===== src/rtl/dmadd_pkg.sv =====
package dmadd_pkg;

  localparam int DM_XN_W  = 18;  // small x operand width
  localparam int DM_YN_W  = 19;  // small y operand width (signed)
  localparam int DM_YU_W  = 18;  // small y operand width (unsigned)
  localparam int DM_WD_W  = 27;  // wide operand width
  localparam int DM_ADD_W = 2 * DM_XN_W;  // joined addend width
  localparam int DM_ACC_W = 64;  // internal sum width

  typedef enum logic [2:0] {
    DM_INDEP    = 3'd0,
    DM_SUM2     = 3'd1,
    DM_PLUS36   = 3'd2,
    DM_SYSTOLIC = 3'd3,
    DM_WIDE     = 3'd4
  } dm_mode_e;

  typedef struct packed {
    logic [DM_WD_W-1:0] ax;
    logic [DM_WD_W-1:0] ay;
    logic [DM_XN_W-1:0] bx;
    logic [DM_YN_W-1:0] by;
    logic               sub;
  } dm_ops_t;

  // Width of the x operand that is actually used.
  function automatic int dm_x_width(input bit wide);
    return wide ? DM_WD_W : DM_XN_W;
  endfunction

  // Width of the y operand that is actually used.
  function automatic int dm_y_width(input bit wide, input bit is_signed);
    if (wide) return DM_WD_W;
    return is_signed ? DM_YN_W : DM_YU_W;
  endfunction

  // Keep the low used_w bits and fill the rest with the sign or with zero.
  function automatic logic signed [DM_ACC_W-1:0] dm_extend(
      input logic [DM_ADD_W-1:0] raw, input int used_w, input bit is_signed);
    logic signed [DM_ACC_W-1:0] r;
    logic fill;
    fill = is_signed & raw[used_w-1];
    for (int i = 0; i < DM_ADD_W; i++) r[i] = (i < used_w) ? raw[i] : fill;
    for (int i = DM_ADD_W; i < DM_ACC_W; i++) r[i] = fill;
    return r;
  endfunction

  function automatic logic signed [DM_ACC_W-1:0] dm_product(
      input logic signed [DM_ACC_W-1:0] a, input logic signed [DM_ACC_W-1:0] b);
    return a * b;
  endfunction

  // Join the two bottom buses into one addend, high half from x.
  function automatic logic signed [DM_ACC_W-1:0] dm_join_addend(
      input logic [DM_XN_W-1:0] hi, input logic [DM_YU_W-1:0] lo, input bit is_signed);
    return dm_extend({hi, lo}, DM_ADD_W, is_signed);
  endfunction

  function automatic logic signed [DM_ACC_W-1:0] dm_apply_sign(
      input logic signed [DM_ACC_W-1:0] p, input logic neg);
    return neg ? -p : p;
  endfunction

endpackage


===== src/rtl/dmadd_in_stage.sv =====
module dmadd_in_stage
  import dmadd_pkg::*;
#(
  parameter bit SYSTOLIC = 1'b0
) (
  input  logic               clk,
  input  logic               rst_n,
  input  dm_ops_t            ops_i,
  output logic [DM_WD_W-1:0] top_x_o,
  output logic [DM_WD_W-1:0] top_y_o,
  output logic [DM_XN_W-1:0] bot_x_o,
  output logic [DM_YN_W-1:0] bot_y_o,
  output logic               sub_o
);

  dm_ops_t cap_q;

  always_ff @(posedge clk or negedge rst_n) begin
    if (!rst_n) cap_q <= '0;
    else        cap_q <= ops_i;
  end

  assign bot_x_o = cap_q.bx;
  assign bot_y_o = cap_q.by;
  assign sub_o   = cap_q.sub;

  generate
    if (SYSTOLIC) begin : g_sys
      logic [DM_WD_W-1:0] sys_x_q, sys_y_q;
      always_ff @(posedge clk or negedge rst_n) begin
        if (!rst_n) begin
          sys_x_q <= '0;
          sys_y_q <= '0;
        end else begin
          sys_x_q <= cap_q.ax;
          sys_y_q <= cap_q.ay;
        end
      end
      assign top_x_o = sys_x_q;
      assign top_y_o = sys_y_q;
    end else begin : g_direct
      assign top_x_o = cap_q.ax;
      assign top_y_o = cap_q.ay;
    end
  endgenerate

  // the control leaves reset low
  p_sub_clear_r1: assert property (@(posedge clk) disable iff (!rst_n)
    $rose(rst_n) |-> (sub_o == 1'b0));

endmodule


===== src/rtl/dmadd_mult.sv =====
module dmadd_mult
  import dmadd_pkg::*;
#(
  parameter dm_mode_e MODE      = DM_INDEP,
  parameter bit       AX_SIGNED = 1'b1,
  parameter bit       AY_SIGNED = 1'b1,
  parameter bit       BX_SIGNED = 1'b1,
  parameter bit       BY_SIGNED = 1'b1
) (
  input  logic                       clk,
  input  logic                       rst_n,
  input  logic [DM_WD_W-1:0]         top_x,
  input  logic [DM_WD_W-1:0]         top_y,
  input  logic [DM_XN_W-1:0]         bot_x,
  input  logic [DM_YN_W-1:0]         bot_y,
  output logic signed [DM_ACC_W-1:0] top_prod,
  output logic signed [DM_ACC_W-1:0] bot_prod,
  output logic signed [DM_ACC_W-1:0] addend
);

  localparam bit WIDE    = (MODE == DM_WIDE);
  localparam bit USE_BOT = (MODE == DM_INDEP) || (MODE == DM_SUM2) || (MODE == DM_SYSTOLIC);
  localparam bit USE_ADD = (MODE == DM_PLUS36);
  localparam int TX_W    = dm_x_width(WIDE);
  localparam int TY_W    = dm_y_width(WIDE, AY_SIGNED);
  localparam int BX_W    = dm_x_width(1'b0);
  localparam int BY_W    = dm_y_width(1'b0, BY_SIGNED);

  logic signed [DM_ACC_W-1:0] tx_ext, ty_ext, bx_ext, by_ext;

  always_comb begin
    tx_ext   = dm_extend(DM_ADD_W'(top_x), TX_W, AX_SIGNED);
    ty_ext   = dm_extend(DM_ADD_W'(top_y), TY_W, AY_SIGNED);
    bx_ext   = dm_extend(DM_ADD_W'(bot_x), BX_W, BX_SIGNED);
    by_ext   = dm_extend(DM_ADD_W'(bot_y), BY_W, BY_SIGNED);
    top_prod = dm_product(tx_ext, ty_ext);
    bot_prod = USE_BOT ? dm_product(bx_ext, by_ext) : '0;
    addend   = USE_ADD ? dm_join_addend(bot_x, bot_y[DM_YU_W-1:0], BX_SIGNED) : '0;
  end

  // a zero factor always yields a zero top product
  p_zero_factor_r5: assert property (@(posedge clk) disable iff (!rst_n)
    ((top_x == '0) || (top_y == '0)) |-> (top_prod == '0));

endmodule


===== src/rtl/dmadd_combine.sv =====
module dmadd_combine
  import dmadd_pkg::*;
#(
  parameter dm_mode_e MODE = DM_INDEP,
  parameter int       RA_W = 64,
  parameter int       RB_W = 37
) (
  input  logic                       clk,
  input  logic                       rst_n,
  input  logic signed [DM_ACC_W-1:0] top_prod,
  input  logic signed [DM_ACC_W-1:0] bot_prod,
  input  logic signed [DM_ACC_W-1:0] addend,
  input  logic                       sub,
  output logic [RA_W-1:0]            resulta,
  output logic [RB_W-1:0]            resultb
);

  logic signed [DM_ACC_W-1:0] a_next, b_next;

  always_comb begin
    a_next = '0;
    b_next = '0;
    case (MODE)
      DM_INDEP: begin
        a_next = top_prod;
        b_next = bot_prod;
      end
      DM_SUM2, DM_SYSTOLIC: a_next = dm_apply_sign(top_prod, sub) + bot_prod;
      DM_PLUS36:            a_next = top_prod + addend;
      default:              a_next = top_prod;
    endcase
  end

  always_ff @(posedge clk or negedge rst_n) begin
    if (!rst_n) begin
      resulta <= '0;
      resultb <= '0;
    end else begin
      resulta <= RA_W'(a_next);
      resultb <= RB_W'(b_next);
    end
  end

  generate
    if (MODE != DM_INDEP) begin : g_b_quiet
      // the second output carries nothing outside independent mode
      p_b_quiet_r4: assert property (@(posedge clk) disable iff (!rst_n)
        resultb == '0);
    end
  endgenerate

endmodule


===== src/rtl/dmadd_unit.sv =====
module dmadd_unit
  import dmadd_pkg::*;
#(
  parameter dm_mode_e MODE      = DM_INDEP,
  parameter bit       AX_SIGNED = 1'b1,
  parameter bit       AY_SIGNED = 1'b1,
  parameter bit       BX_SIGNED = 1'b1,
  parameter bit       BY_SIGNED = 1'b1,
  parameter int       RA_W      = 64,
  parameter int       RB_W      = 37
) (
  input  logic               clk,
  input  logic               rst_n,
  input  logic [DM_WD_W-1:0] ax,
  input  logic [DM_WD_W-1:0] ay,
  input  logic [DM_XN_W-1:0] bx,
  input  logic [DM_YN_W-1:0] by,
  input  logic               sub,
  output logic [RA_W-1:0]    resulta,
  output logic [RB_W-1:0]    resultb
);

  localparam bit SYSTOLIC = (MODE == DM_SYSTOLIC);

  dm_ops_t ops;
  logic [DM_WD_W-1:0] top_x, top_y;
  logic [DM_XN_W-1:0] bot_x;
  logic [DM_YN_W-1:0] bot_y;
  logic               sub_q;
  logic signed [DM_ACC_W-1:0] top_prod, bot_prod, addend;

  assign ops = '{ax: ax, ay: ay, bx: bx, by: by, sub: sub};

  dmadd_in_stage #(.SYSTOLIC(SYSTOLIC)) u_in (
    .clk(clk), .rst_n(rst_n), .ops_i(ops),
    .top_x_o(top_x), .top_y_o(top_y), .bot_x_o(bot_x), .bot_y_o(bot_y), .sub_o(sub_q)
  );

  dmadd_mult #(
    .MODE(MODE), .AX_SIGNED(AX_SIGNED), .AY_SIGNED(AY_SIGNED),
    .BX_SIGNED(BX_SIGNED), .BY_SIGNED(BY_SIGNED)
  ) u_mult (
    .clk(clk), .rst_n(rst_n),
    .top_x(top_x), .top_y(top_y), .bot_x(bot_x), .bot_y(bot_y),
    .top_prod(top_prod), .bot_prod(bot_prod), .addend(addend)
  );

  dmadd_combine #(.MODE(MODE), .RA_W(RA_W), .RB_W(RB_W)) u_comb (
    .clk(clk), .rst_n(rst_n),
    .top_prod(top_prod), .bot_prod(bot_prod), .addend(addend), .sub(sub_q),
    .resulta(resulta), .resultb(resultb)
  );

  // Observation logic for the hold property: input history since reset.
  dm_ops_t    prev_ops;
  logic       same_q1, same_q2;
  logic [1:0] warm;
  logic       same_now;

  assign same_now = (ops == prev_ops);

  always_ff @(posedge clk or negedge rst_n) begin
    if (!rst_n) begin
      prev_ops <= '0;
      same_q1  <= 1'b0;
      same_q2  <= 1'b0;
      warm     <= '0;
    end else begin
      prev_ops <= ops;
      same_q1  <= same_now;
      same_q2  <= same_q1;
      if (warm != 2'd3) warm <= warm + 2'd1;
    end
  end

  // four equal input samples in a row keep both outputs unchanged
  p_hold_r9: assert property (@(posedge clk) disable iff (!rst_n)
    ((warm == 2'd3) && same_now && same_q1 && same_q2) |=> ($stable(resulta) && $stable(resultb)));

  generate
    if ((MODE == DM_INDEP) && !BX_SIGNED && !BY_SIGNED && (RB_W > 36)) begin : g_umsb
      // an unsigned 18x18 product never reaches the top bit of the second output
      p_unsigned_msb_r2: assert property (@(posedge clk) disable iff (!rst_n)
        resultb[RB_W-1] == 1'b0);
    end
  endgenerate

endmodule


===== config.mk =====
export PLATFORM = sky130hd
export DESIGN_NAME = dmadd_unit
export DESIGN_NICKNAME = d
export VERILOG_FILES = /design/src/rtl/dmadd_pkg.sv /design/src/rtl/dmadd_in_stage.sv /design/src/rtl/dmadd_mult.sv /design/src/rtl/dmadd_combine.sv /design/src/rtl/dmadd_unit.sv
export SDC_FILE = /design/constraint.sdc
export NUM_CORES = 2
export LEC_CHECK = 0
export ABC_AREA = 0
export BUFFER_PORTS_ARGS = -buffer_cell sky130_fd_sc_hd__buf_4
export CORE_MARGIN = 2
export CORE_UTILIZATION = 30
export DETAILED_ROUTE_END_ITERATION = 10
export SYNTH_ARGS = -nofsm -noshare
export SYNTH_HDL_FRONTEND = slang
export SYNTH_SLANG_ARGS = --single-unit

===== constraint.sdc =====
create_clock -name clk -period 6.52 [get_ports clk]
set_input_delay 1.304 -clock clk [delete_from_list [all_inputs] [get_ports clk]]
set_output_delay 1.304 -clock clk [all_outputs]
set_load 0.005 [all_outputs]

==> qor.txt <==
First-pass GRT wire length -> 119 mm
#FFs+latches synth -> 148
Worst r2r path cells -> 22
Post-detailed-route DRC marker count -> 0
Critical Path Start -> u_in.bot_y_o[13]$_DFF_PN0_
Post-synthesis sequential area ratio -> 12.6%
GRT Overall Usage -> 15.5%
YS warnings -> 0
CP cell instances -> buf_4 -> and2_1 -> fa_1 -> inv_1 -> fa_1 -> fa_1 -> inv_1 -> fa_1 -> fa_1 -> inv_1 -> fa_1 -> inv_1 -> ha_1 -> nand2_1 -> o21ai_1 -> a221oi_2 -> buf_4 -> and3_1 -> a211oi_4 -> o21ai_4 -> and4_1 -> nor3_1
Placed cell count -> 4487
Worst slew pin tran -> 804 ps
WP data required -> 6930 ps
Final #Nets -> 4209
Max-Cap Viols -> 0
Final Critical Period -> 6300 ps
Via count of the first global-routing pass -> 22051
CTS Buf Count -> 17
Die Y -> 317 um
Clk pin slew, worst setup/hold paths -> 90 ps
TritonRoute pass-1 iters -> 7
Clock Latency Late Sink -> 510 ps
Top post-synthesis cells by area -> fa_1, dfrtp_1, inv_1
Skew final -> 27.7 ps
Hold_ws -> 702 ps
H-tree depth -> 4
Synth top cells by count -> inv_1, fa_1, nand2_1
Avg Cell Area, Syn -> 9.75 um2
Reg2reg setup slack -> 220 ps
DR iter-0 viols -> 863
Final setup vio count -> 0
Worst Hold Class -> register to register
Crit Path Category -> register to register
Via Count -> 19798
Routed WL -> 71.7 mm
Post-route insts no fill -> 4527
GRT overflow -> 0
Antenna violations before repair -> 4
Syn nets -> 3984
Clock tree root driver cell -> clkbuf_16
ANT nets after route -> 0
Buffers on Ports -> 176
Post-synth top area share -> 47.0%
Vias/cell -> 4.37
CP max stage delay -> 570 ps
CTS tree -> done
Fin. max-slew vios -> 0
Worst hold path startpoint -> u_in.bot_x_o[0]$_DFF_PN0_
Fillers -> 9865
Fin crit share -> 96.6%
CP Launch Type -> register
Initial Util -> 30.3%
Crit path max-delay family -> adder cells
CORE AREA -> 0.0969 mm2
Clk buf depth -> 2
Buffers & Inverters on Critical Path -> 6
Max-slew headroom -> 46.4%
Hold Path Sink -> u_comb.resultb[0]$_DFF_PN0_
Area after DPL -> 0.0329 mm2
Post-synth ARST share -> 100%
Data arrival, critical path -> 6710 ps
Row cnt -> 114
Largest area contributor in the netlist -> fa_1
Post-route cell area -> 0.0336 mm2
R2R Path Start -> u_in.bot_y_o[13]$_DFF_PN0_
CP Max Fanout -> 12
Synth unique cells -> 57
Crit end category -> register
Routed length per placed instance -> 15.8 um
Io pins -> 195
WHS Path Cells -> 2
Status -> finished, final reports clean
Hold-fix buffers, CTS -> 0
Final HPWL DP -> 60.6 mm
Share of layout cells above drive strength 1 -> 12.5%
F_max -> 0.159 GHz
Clock sink total -> 148
GP Congestion -> 0.829
Critical path's slowest cell -> dfrtp_4
Die area -> 0.100 mm2
Top cell by count, worst path -> fa_1
Post-synth EDFFs -> 0
Largest net degree at the start of global routing -> 54
Area grow syn2layout -> 14.6%
Fin. Hold Viols -> 0
Mapped Area -> 0.0294 mm2
Chip width -> 317 um
Count leader, synth -> inv_1
Worst r2r dst -> u_comb.resultb[36]$_DFF_PN0_
Final core occ -> 34.7%
Cells after Synth -> 3010
Top FF cell, synth -> dfrtp_1
-- cells in the final DEF, fill, tap and decap left out, types with 18 or more instances in the layout --
master and n:
inv_1 812, fa_1 690, nand2_1 349, and2_1 331
buf_4 319, ha_1 190, dfrtp_1 129, nor2_1 69
xnor2_1 61, a21oi_1 49, o21ai_0 26, a21o_1 23
dfrtp_2 18
-- per-stage QoR --
stage,setup TNS [ps],worst slack [ps]
3_3_place_gp,0,179
5_1_grt,-24.3,-24.3
3_5_place_dp,0,114
4_1_cts,0,58.8
2_1_floorplan,0,487
6_report,0,225
-- kinds of logic (layout without fill, tap and decap cells) --
logic type / after synthesis / in the layout / synth area share [%]
adder cells (fa/ha/maj): 880 / 880 / 55.1
flip-flops: 148 / 148 / 12.6
AO/OA/AOI/OAI: 174 / 174 / 4.27
XOR/XNOR: 74 / 74 / 2.21
buffers and inverters: 934 / 1172 / 12.3
AND/OR/NAND/NOR: 800 / 800 / 13.5
other: 0 / 3 / 0
-- worst max-delay path by stage --
| stage | to | slack [ps] | depth (start not counted) |
|---|---|---|---|
| after global routing | u_comb.resultb[36]$_DFF_PN0_ | -20 | 22 |
| final | u_comb.resultb[36]$_DFF_PN0_ | 220 | 22 |
| after detailed placement | u_comb.resulta[36]$_DFF_PN0_ | 110 | 21 |
| after CTS | u_comb.resulta[36]$_DFF_PN0_ | 60 | 21 |
| after global placement | u_comb.resulta[36]$_DFF_PN0_ | 180 | 21 |
| after floorplan | u_comb.resultb[36]$_DFF_PN0_ | 490 | 26 |
-- final cells by class --
class                           count  area [um2]  share of cell area (%)
Antenna cell                        3        7.51                  0.0223
Clock buffer                       17         425                    1.26
Clock inverter                     15         184                   0.547
Inverter                          812        3050                    9.06
Multi-Input combinational cell   1928       22100                    65.6
Sequential cell                   148        3730                    11.1
Tap cell                         1276        1600                    4.75
Timing Repair Buffer              328        2570                    7.63
-- registers in the layout (all words and copies together), names as in the netlist --
register	flops
u_comb.resultb	37
u_in.bot_x_o	18
u_in.top_x_o	18
u_in.top_y_o	19
u_comb.resulta	37
u_in.bot_y_o	19
-- per-layer routing --
metal	vias to the layer above	track usage (%)	part of all wire, %
met5	-	0	0.071
met4	8	4.37	2.2
met2	360	25.1	48
met1	10290	21.1	46
met3	88	2.86	4.5
li1	9052	-	-
-- tightest hold or removal path: stages (launching register included) --
cell and delay [ps]:
dfrtp_1 370, buf_12 170, and2_1 140
-- repair_timing --
action,4_1_cts,5_1_grt
setup endpoints to repair,0,16
hold endpoints to repair,0,0
buffers inserted,0,5
gates resized for setup,0,25
Power is left out: the tool's default activity adds up to more than one toggle a clock period on the data nets, which glitch-free logic cannot reach.
